[config.mk]
export PLATFORM = sky130hd
export DESIGN_NAME = sig_pcm_stream
export DESIGN_NICKNAME = d
export VERILOG_FILES = /design/src/rtl/sig_pcm_pkg.sv /design/src/rtl/sig_pcm_timer.sv /design/src/rtl/sig_pcm_shadow.sv /design/src/rtl/sig_pcm_serial.sv /design/src/rtl/sig_pcm_stream.sv
export SDC_FILE = /design/constraint.sdc
export NUM_CORES = 1
export LEC_CHECK = 0
export ABC_AREA = 1
export BUFFER_PORTS_ARGS = -buffer_cell sky130_fd_sc_hd__buf_4
export CAP_MARGIN = 20
export CORE_UTILIZATION = 45
export CTS_CLUSTER_SIZE = 14
export DETAILED_ROUTE_END_ITERATION = 7
export GPL_TIMING_DRIVEN = 0
export PLACE_DENSITY = 0.66
export SLEW_MARGIN = 20
export SYNTH_ARGS = -nofsm -noshare
export SYNTH_HDL_FRONTEND = slang
export SYNTH_HIERARCHICAL = 1
export SYNTH_SLANG_ARGS = --single-unit
[constraint.sdc]
create_clock -name clk -period 5.96 [get_ports clk]
set_input_delay 0.894 -clock clk [delete_from_list [all_inputs] [get_ports clk]]
set_output_delay 0.894 -clock clk [all_outputs]
set_load 0.005 [all_outputs]
[src/rtl/sig_pcm_pkg.sv]
package sig_pcm_pkg;
    localparam int SLOTS_DEF     = 32;
    localparam int SLOT_BITS_DEF = 8;
    localparam int SIG_W_DEF     = 4;
    localparam int CAS_SLOT_DEF  = 16;

    typedef enum logic [1:0] {
        BIT_BLANK = 2'd0,
        BIT_PAD   = 2'd1,
        BIT_SIG   = 2'd2
    } bit_kind_e;
endpackage

[src/rtl/sig_pcm_timer.sv]
module sig_pcm_timer #(
    parameter int SLOTS = 32,
    parameter int SLOT_BITS = 8,
    localparam int POS_W = $clog2(SLOTS * SLOT_BITS)
) (
    input  logic             clk,
    input  logic             rst_n,
    input  logic             sync_i,
    output logic [POS_W-1:0] pos_q_o,
    output logic [POS_W-1:0] pos_d_o
);
    localparam logic [POS_W-1:0] LAST = POS_W'(SLOTS * SLOT_BITS - 1);

    typedef struct packed {
        logic [POS_W-1:0] pos;
    } state_t;

    state_t st_d, st_q;

    always_comb begin
        st_d = st_q;
        if (sync_i || st_q.pos == LAST) begin
            st_d.pos = '0;
        end else begin
            st_d.pos = st_q.pos + 1'b1;
        end
    end

    always_ff @(posedge clk) begin
        if (!rst_n) begin
            st_q <= '0;
        end else begin
            st_q <= st_d;
        end
    end

    assign pos_q_o = st_q.pos;
    assign pos_d_o = st_d.pos;

    // a sync restarts the position
    a_r2_sync_restart: assert property (@(posedge clk) disable iff (!rst_n)
        sync_i |=> pos_q_o == '0);
    // wrap at the end of the frame
    a_r3_wrap: assert property (@(posedge clk) disable iff (!rst_n)
        (!sync_i && pos_q_o == LAST) |=> pos_q_o == '0);
    a_r2_step: assert property (@(posedge clk) disable iff (!rst_n)
        (!sync_i && pos_q_o != LAST) |=> pos_q_o == $past(pos_q_o) + 1'b1);
endmodule

[src/rtl/sig_pcm_shadow.sv]
module sig_pcm_shadow #(
    parameter int SLOTS = 32,
    parameter int SIG_W = 4,
    localparam int SLOT_W = $clog2(SLOTS)
) (
    input  logic                        clk,
    input  logic                        rst_n,
    input  logic                        wr_en_i,
    input  logic [SLOT_W-1:0]           wr_slot_i,
    input  logic [SIG_W-1:0]            wr_sig_i,
    output logic [SLOTS-1:0][SIG_W-1:0] shadow_o
);
    typedef struct packed {
        logic [SLOTS-1:0][SIG_W-1:0] mem;
    } state_t;

    state_t st_d, st_q;

    always_comb begin
        st_d = st_q;
        if (wr_en_i) begin
            st_d.mem[wr_slot_i] = wr_sig_i;
        end
    end

    always_ff @(posedge clk) begin
        if (!rst_n) begin
            st_q <= '0;
        end else begin
            st_q <= st_d;
        end
    end

    assign shadow_o = st_q.mem;

    // only the addressed slot changes
    a_r6_write_target: assert property (@(posedge clk) disable iff (!rst_n)
        wr_en_i |=> shadow_o[$past(wr_slot_i)] == $past(wr_sig_i));
    a_r6_no_write_hold: assert property (@(posedge clk) disable iff (!rst_n)
        !wr_en_i |=> $stable(shadow_o));
endmodule

[src/rtl/sig_pcm_serial.sv]
module sig_pcm_serial
    import sig_pcm_pkg::*;
#(
    parameter int SLOTS = 32,
    parameter int SLOT_BITS = 8,
    parameter int SIG_W = 4,
    parameter int CAS_SLOT = 16,
    localparam int POS_W = $clog2(SLOTS * SLOT_BITS),
    localparam int BIT_W = $clog2(SLOT_BITS),
    localparam int NIB_W = (SIG_W > 1) ? $clog2(SIG_W) : 1
) (
    input  logic                        clk,
    input  logic                        rst_n,
    input  logic                        load_i,
    input  logic                        freeze_i,
    input  logic [SLOTS-1:0][SIG_W-1:0] shadow_i,
    input  logic [POS_W-1:0]            pos_d_i,
    output logic                        sig_o
);
    localparam logic [BIT_W-1:0] SIG_START = BIT_W'(SLOT_BITS - SIG_W);
    localparam logic [BIT_W-1:0] TOP_BIT   = BIT_W'(SLOT_BITS - 1);

    typedef struct packed {
        logic [SLOTS-1:0][SIG_W-1:0] act;
        logic                        sig;
    } state_t;

    state_t st_d, st_q;

    logic [SLOTS-1:0] blank_mask;
    for (genvar g = 0; g < SLOTS; g++) begin : g_blank
        assign blank_mask[g] = (g == 0) || (g == CAS_SLOT);
    end

    logic [POS_W-BIT_W-1:0] slot_n;
    logic [BIT_W-1:0]       bit_n;
    logic [BIT_W-1:0]       rev_n;
    bit_kind_e              kind_n;

    always_comb begin
        slot_n = pos_d_i[POS_W-1:BIT_W];
        bit_n  = pos_d_i[BIT_W-1:0];
        rev_n  = TOP_BIT - bit_n;
        if (blank_mask[slot_n]) begin
            kind_n = BIT_BLANK;
        end else if (bit_n < SIG_START) begin
            kind_n = BIT_PAD;
        end else begin
            kind_n = BIT_SIG;
        end
    end

    always_comb begin
        st_d = st_q;
        if (load_i && !freeze_i) begin
            st_d.act = shadow_i;
        end
        case (kind_n)
            BIT_SIG: st_d.sig = st_d.act[slot_n][rev_n[NIB_W-1:0]];
            default: st_d.sig = 1'b0;
        endcase
    end

    always_ff @(posedge clk) begin
        if (!rst_n) begin
            st_q <= '0;
        end else begin
            st_q <= st_d;
        end
    end

    assign sig_o = st_q.sig;

    // the output copy holds unless an unfrozen multiframe load occurs
    a_r8_hold: assert property (@(posedge clk) disable iff (!rst_n)
        !(load_i && !freeze_i) |=> $stable(st_q.act));
    // an unfrozen load captures the shadow
    a_r7_load: assert property (@(posedge clk) disable iff (!rst_n)
        (load_i && !freeze_i) |=> st_q.act == $past(shadow_i));
endmodule

[src/rtl/sig_pcm_stream.sv]
module sig_pcm_stream
    import sig_pcm_pkg::*;
#(
    parameter int SLOTS = SLOTS_DEF,
    parameter int SLOT_BITS = SLOT_BITS_DEF,
    parameter int SIG_W = SIG_W_DEF,
    parameter int CAS_SLOT = CAS_SLOT_DEF,
    localparam int SLOT_W = $clog2(SLOTS),
    localparam int POS_W = $clog2(SLOTS * SLOT_BITS),
    localparam int BIT_W = $clog2(SLOT_BITS)
) (
    input  logic              clk,
    input  logic              rst_n,
    input  logic              fs_i,
    input  logic              mfs_i,
    input  logic              freeze_i,
    input  logic              wr_en_i,
    input  logic [SLOT_W-1:0] wr_slot_i,
    input  logic [SIG_W-1:0]  wr_abcd_i,
    output logic              sig_o
);
    logic [SLOTS-1:0][SIG_W-1:0] shadow;
    logic [POS_W-1:0]            pos_q;
    logic [POS_W-1:0]            pos_d;

    sig_pcm_timer #(.SLOTS(SLOTS), .SLOT_BITS(SLOT_BITS)) u_timer (
        .clk     (clk),
        .rst_n   (rst_n),
        .sync_i  (fs_i | mfs_i),
        .pos_q_o (pos_q),
        .pos_d_o (pos_d)
    );

    sig_pcm_shadow #(.SLOTS(SLOTS), .SIG_W(SIG_W)) u_shadow (
        .clk       (clk),
        .rst_n     (rst_n),
        .wr_en_i   (wr_en_i),
        .wr_slot_i (wr_slot_i),
        .wr_sig_i  (wr_abcd_i),
        .shadow_o  (shadow)
    );

    sig_pcm_serial #(
        .SLOTS(SLOTS), .SLOT_BITS(SLOT_BITS), .SIG_W(SIG_W), .CAS_SLOT(CAS_SLOT)
    ) u_serial (
        .clk      (clk),
        .rst_n    (rst_n),
        .load_i   (mfs_i),
        .freeze_i (freeze_i),
        .shadow_i (shadow),
        .pos_d_i  (pos_d),
        .sig_o    (sig_o)
    );

    // the upper nibble of every slot is zero
    a_r4_upper_zero: assert property (@(posedge clk) disable iff (!rst_n)
        (pos_q[BIT_W-1:0] < BIT_W'(SLOT_BITS - SIG_W)) |-> !sig_o);
    // the non-voice slots stay zero
    a_r5_blank_slots: assert property (@(posedge clk) disable iff (!rst_n)
        (pos_q[POS_W-1:BIT_W] == '0 || pos_q[POS_W-1:BIT_W] == (POS_W-BIT_W)'(CAS_SLOT))
        |-> !sig_o);
endmodule

---- Yosys cells after proc, flatten, opt, wreduce, memory -nomap -nowiden ----
Memory sizes are Yosys's and may differ from the RTL's.
Cells that the tools add are included.
Widths: inputs -> output; s select.
word-level totals
  register bits ........................... 265
  ROM bits ................................ 32
  output and inout port bits .............. 1
  memories kept ........................... 1
cells by class
  add/sub/neg operators ................... 2
  $lt $le $gt $ge ......................... 5
  equal/unequal tests ..................... 2
  muxes and demuxes ....................... 12
  bitwise logic cells ..................... 1
  reductions and logical operators ........ 5
memory list
  memory           depth  width  rd ports  clocked after Yosys merged registers in  wr ports  RTL line              RTL
  (no name shown)  32     1      1         0                                        0         sig_pcm_serial.sv:44  if (blank_mask[slot_n]) begin
operators with widths
  kind                 count
  $bwmux 128           1
  $mux 128             1
  $bmux 4 s5           1
  $demux 4 s5          1
  $lt 5x6->1 const B   2
  $add 8x1->8 const B  1
  $eq 8x8->1 const B   1
  $mux 4               2
  $mux 8               1
  $ge 5x1->1 const B   1
  $mux 2               2
  $lt 2x3->1 const B   1
  $lt 3x3->1 const B   1
  $bmux 1 s2           1
  $eq 2x2->1 const B   1
  $logic_and 1x1->1    2
  $mux 1               2
  $reduce_and 2->1     1
  $sub 2x2->2 const A  1
  $logic_not 1->1      1
  $logic_or 1x1->1     1
  $or 1x1->1           1

---- Logic depth before layout (Yosys ltp) ----
  depth in word-level cells ............... 8
  gate-level depth with buffers ........... 22
  mapped depth without buffers ............ 20

---- Cells and area by module ----
Netlist, hierarchy kept.
by module, submodules not included
  module          times used  cells an instance  area each (µm²)  seq. area each (µm²)
  sig_pcm_serial  1           1006               6369.9           2582.5
  sig_pcm_shadow  1           738                5265.0           2562.5
  sig_pcm_timer   1           65                 449.2            160.2
  sig_pcm_stream  1           3                  11.3             0.0

---- Worst setup path after synthesis ----
No wires, ideal clock.
  kind .................................... input port to flip-flop
  start ................................... input fs_i
  end ..................................... register u_serial.st_q, in the netlist u_serial/sig_o
  setup time .............................. 0.064 ns
  data arrival time ....................... 2.504 ns
  setup slack ............................. 3.392 ns
  stages .................................. 20
  path buffers ............................ 3
  cells stage by stage .................... inv_1 > nand2_1 > inv_1 > nand2_4 > buf_6 > nor2_1 > buf_4 > inv_2 > nor2_8 > buf_2 > nand3_1 > nand2_1 > inv_1 > a21oi_1 > nor2_1 > nand2_1 > nand3_1 > nand3_1 > nand2_1 > nor2_1
on the way
  longest elaborated chain between the ends .. 8
  elaborated cells between the ends (all ways) .. 15
  classes of those cells .................. 1 x add/sub; 1 x order compare; 1 x eq/ne; 8 x mux; 1 x bitwise; 2 x reduce/logical; 1 x memory
ends and longest elaborated chain
  what                          RTL line              RTL
  start, declared               sig_pcm_stream.sv:14  input logic fs_i,
  $or 1x1->1 *                  sig_pcm_stream.sv:29  .sync_i (fs_i | mfs_i),
  $logic_or 1x1->1 *            sig_pcm_timer.sv:22   if (sync_i || st_q.pos == LAST) begin
  $mux 8 *                      sig_pcm_timer.sv:22
  via pos_d[3]                  sig_pcm_stream.sv:24  logic [POS_W-1:0] pos_d;
  $mem_v2 32x1                  --
  $mux 1 (implied by the code)  sig_pcm_serial.sv:44
  $mux 2                        sig_pcm_serial.sv:44
  $eq 2x2->1                    sig_pcm_serial.sv:58  case (kind_n)
  $reduce_and 2->1 (no line)    --
  end signal, assigned          sig_pcm_serial.sv:68  st_q <= st_d;
  end, declared                 sig_pcm_serial.sv:28  state_t st_d, st_q;
Mark *: on every way through the listed nets, which the timed path passes. The rest lies on a longest branch. The select of a mux whose other input is x is not followed.
A chain may end at the register's enable or synchronous reset.

---- Worst setup path in the final report ----
  start ................................... register u_timer.st_q, in the netlist u_timer/pos_q_o[0]
  end ..................................... register u_serial.st_q, in the netlist u_serial/sig_o
on the way
  longest elaborated chain between the ends .. 8
  elaborated cells between the ends (all ways) .. 16
  classes of those cells .................. 2 x add/sub; 1 x order compare; 2 x eq/ne; 8 x mux; 2 x reduce/logical; 1 x memory
ends and longest elaborated chain
  what                                                                 RTL line              RTL
  start, declared                                                      sig_pcm_timer.sv:18   state_t st_d, st_q;
  start signal, assigned                                               sig_pcm_timer.sv:33   st_q <= st_d;
  parallel branches: the longest is 2 deep, another holds $add 8x1->8  --
  $mux 8 *                                                             sig_pcm_timer.sv:22
  via pos_d[3]                                                         sig_pcm_stream.sv:24
  $mem_v2 32x1                                                         --
  $mux 1 (implied by the code)                                         sig_pcm_serial.sv:44
  $mux 2                                                               sig_pcm_serial.sv:44
  $eq 2x2->1                                                           sig_pcm_serial.sv:58
  $reduce_and 2->1 (no line)                                           --
Mark *: on every way through the listed nets, which the timed path passes. The select of a mux whose other input is x is not followed.

==> qor.csv <==
stage,metric,value,unit
power_and_ir_drop,vdd_drop_max,0.189,mV
timing,drv_slew,0,
die,core-area,26200,sq um
global_routing,grt_pass1_vias,10300,
clocking,cts.sinks,265,
timing,tightest_slew,926,ps
setup_path,worstPathRequired,6390,ps
routing,wl_per_cell,17.9,um
logic_synthesis,yosysTopAreaCellShare,0.439,
logic_synthesis,synth-seq-cells,265,
clocking,clk_path_buf_depth,3,
global_routing,antenna_found_initial,1,
timing,setup_tns,0,ps
placement,place.port_buffers,11,
timing,fin_worst_skew,15.5,ps
timing,post-route-min-period,3270,ps
clocking,cts_tree,done,
power_and_ir_drop,cellPowerDensity,288,nW/um^2
power_and_ir_drop,power.total,0.00389,W
clocking,postCtsHoldBufs,0,
clocking,htree_levels,1,
clocking,numCtsBuffers,29,
setup_path,criticalPathCategory,flip-flop to flip-flop,
logic_synthesis,yosysSeqAreaShare,0.439,
logic_synthesis,yosysWarnings,6,
placement,gp_congestion,0.970,
logic_synthesis,syn_inst,1812,
final_layout,area_growth,11.6,%
die,dieArea,27500,sq um
routing,drt_wl_total,39400,um
clocking,clkSlewWorstSetupHoldPaths,60,ps
timing,period_share,0.548,
global_routing,grt_max_degree,14,
final_layout,final_cell_mix,"nand2_1, nor2_1, dfxtp_1",
timing,rsz0062_at_grt,false,
routing,drt_iter0_markers,1026,
routing,route.detailed.drc,0,
global_routing,grt-ovfl-total,0,
timing,max_freq,306,MHz
routing,routed_via_density,5.24,
logic_synthesis,yosysTopAreaCell,dfxtp_1,
timing,slew_headroom,0.383,
logic_synthesis,yosysUniqueCellTypes,32,
final_layout,antenna_cells,0,
setup_path,end_kind,flip-flop,
setup_path,crit_arrival,3690,ps
setup_path,critPathLaunchType,flip-flop,
routing,vias,11600,
final_layout,fin_area,13500,sq um
timing,setup_viol,0,
logic_synthesis,avgSynthCellArea,6.68,sq um
global_routing,grt_pass1_wl,59800,um
die,start_util,0.462,
die,fp-row-count,59,
global_routing,grt_usage,0.285,
min_path,hp-class,flip-flop to flip-flop,
clocking,clock_latency,540,ps
outcome,outcome,completed,
die,die_h,166,um
job,cap_violations,0,
die,die_w,166,um
clocking,cts_setup_buffers,0,
die,ios,16,
logic_synthesis,synth_area_leaders,"dfxtp_1, nand2_1, nor2_1, nand3_1, inv_1",
setup_path,path_max_fanout,10,
final_layout,fin_nets,1870,
placement,hpwlAfterDp,27500,um
routing,postRouteAntennaNets,0,
clocking,cts_root_buf,clkbuf_16,
routing,firstDrtPassIters,6,
timing,hold_violations,0,
final_layout,layout_commonest_cell,nand2_1,
logic_synthesis,syn-num-nets,1828,
logic_synthesis,syn_area,12100,sq um
placement,dpl-instance-area,12600,sq um
power_and_ir_drop,leakage,5.81,nW
final_layout,layout-drive-gt1-share,0.0828,
clocking,cts.repair.resized,0,
## worst paths after layout
kind	start	depth (start not counted)	slack, ps	endpoint
max reg2reg	u_timer/pos_q_o[0]$_SDFF_PN0_	21	2690	u_serial/sig_o$_SDFF_PN0_
min reg2reg	u_serial/st_q[40]$_SDFF_PN0_	2	470	u_serial/st_q[40]$_SDFF_PN0_
max	u_timer/pos_q_o[0]$_SDFF_PN0_	21	2690	u_serial/sig_o$_SDFF_PN0_
min	u_serial/st_q[40]$_SDFF_PN0_	2	470	u_serial/st_q[40]$_SDFF_PN0_
## routing by layer
| metal | global-route usage | part of all wire |
|---|---|---|
| met5 | 0 | 0 |
| met4 | 0.119 | 0.038 |
| met3 | 0.0574 | 0.11 |
| met2 | 0.447 | 0.44 |
| met1 | 0.381 | 0.42 |
## report_power, final
part           internal (W)  switching [W]  total [W]
sequential          0.00182      0.0000156    0.00184
combinational     0.0000984       0.000251   0.000349
clock               0.00100       0.000703    0.00170
## cell usage after synthesis
cell type	n
nor2_8	1
nor2_4	25
buf_4	9
nand3b_1	1
nand2_2	3
buf_1	20
a31oi_1	1
nand3_4	11
ha_1	1
dfxtp_1	265
nand2_4	2
or2_0	11
nor2_2	7
nand2_1	566
o21a_1	1
a21oi_1	48
nand3_1	122
o21ai_1	47
clkbuf_1	30
or2_1	4
nor3_4	1
inv_2	8
nor2_1	411
nor3_1	7
xnor2_1	2
buf_6	14
o21ai_0	38
or2_2	3
buf_2	19
nor3_2	1
inv_1	132
xor2_1	1
## critical path, stage by stage, from the launching register on
cell     delay [ps]
dfxtp_1         400
ha_1            230
nand2_2         100
nor2_4          120
nand2_2          80
nand2_4         100
buf_6           140
nor2_1           50
buf_4           180
inv_2           170
nor2_8           90
inv_1           260
buf_2           330
nor2_1           80
nor2_1          220
nand2_1          80
nand3_1         190
nand2_1          80
nand3_1          70
nand3_1          80
nand2_1          60
nor2_1           60
## sequential cells by signal, indices dropped and copies added, names as in the netlist
register           cells
u_serial/st_q        128
u_timer/pos_q_o        8
u_serial/sig_o         1
u_shadow/shadow_o    128
## per-stage QoR
| stage | utilization | hold WS (ps) | worst slack (ps) | instances |
|---|---|---|---|---|
| finish | 0.515 | 472 | 2690 | 2208 |
| global route | 0.515 | 486 | 2450 | 2208 |
| CTS | 0.515 | 471 | 2730 | 2208 |
| detailed placement | 0.481 | 461 | 2400 | 2158 |
| global placement | 0.481 | 456 | 2380 | 2158 |
| floorplan | - | 446 | 3390 | 1812 |
## area by class of cell
| class | instances | area [sq um] |
|---|---|---|
| Fill cell | 2637 | 12700 |
| Clock inverter | 2 | 10.0 |
| Sequential cell | 265 | 5310 |
| Tap cell | 335 | 419 |
| Multi-Input combinational cell | 1315 | 5760 |
| Clock buffer | 48 | 887 |
| Inverter | 140 | 526 |
| Timing Repair Buffer | 11 | 82.6 |
| Buffer | 92 | 508 |
## logic make-up after synthesis
logic type / share of synthesized area
and+or+nand+nor: 0.417
DFF: 0.439
buffers and inverters: 0.0854
AOI/OAI and AO/OA: 0.0562
xor gates and xnor gates: 0.00217
adders and majority gates: 0.00103
(Power assumes the default switching activity.)
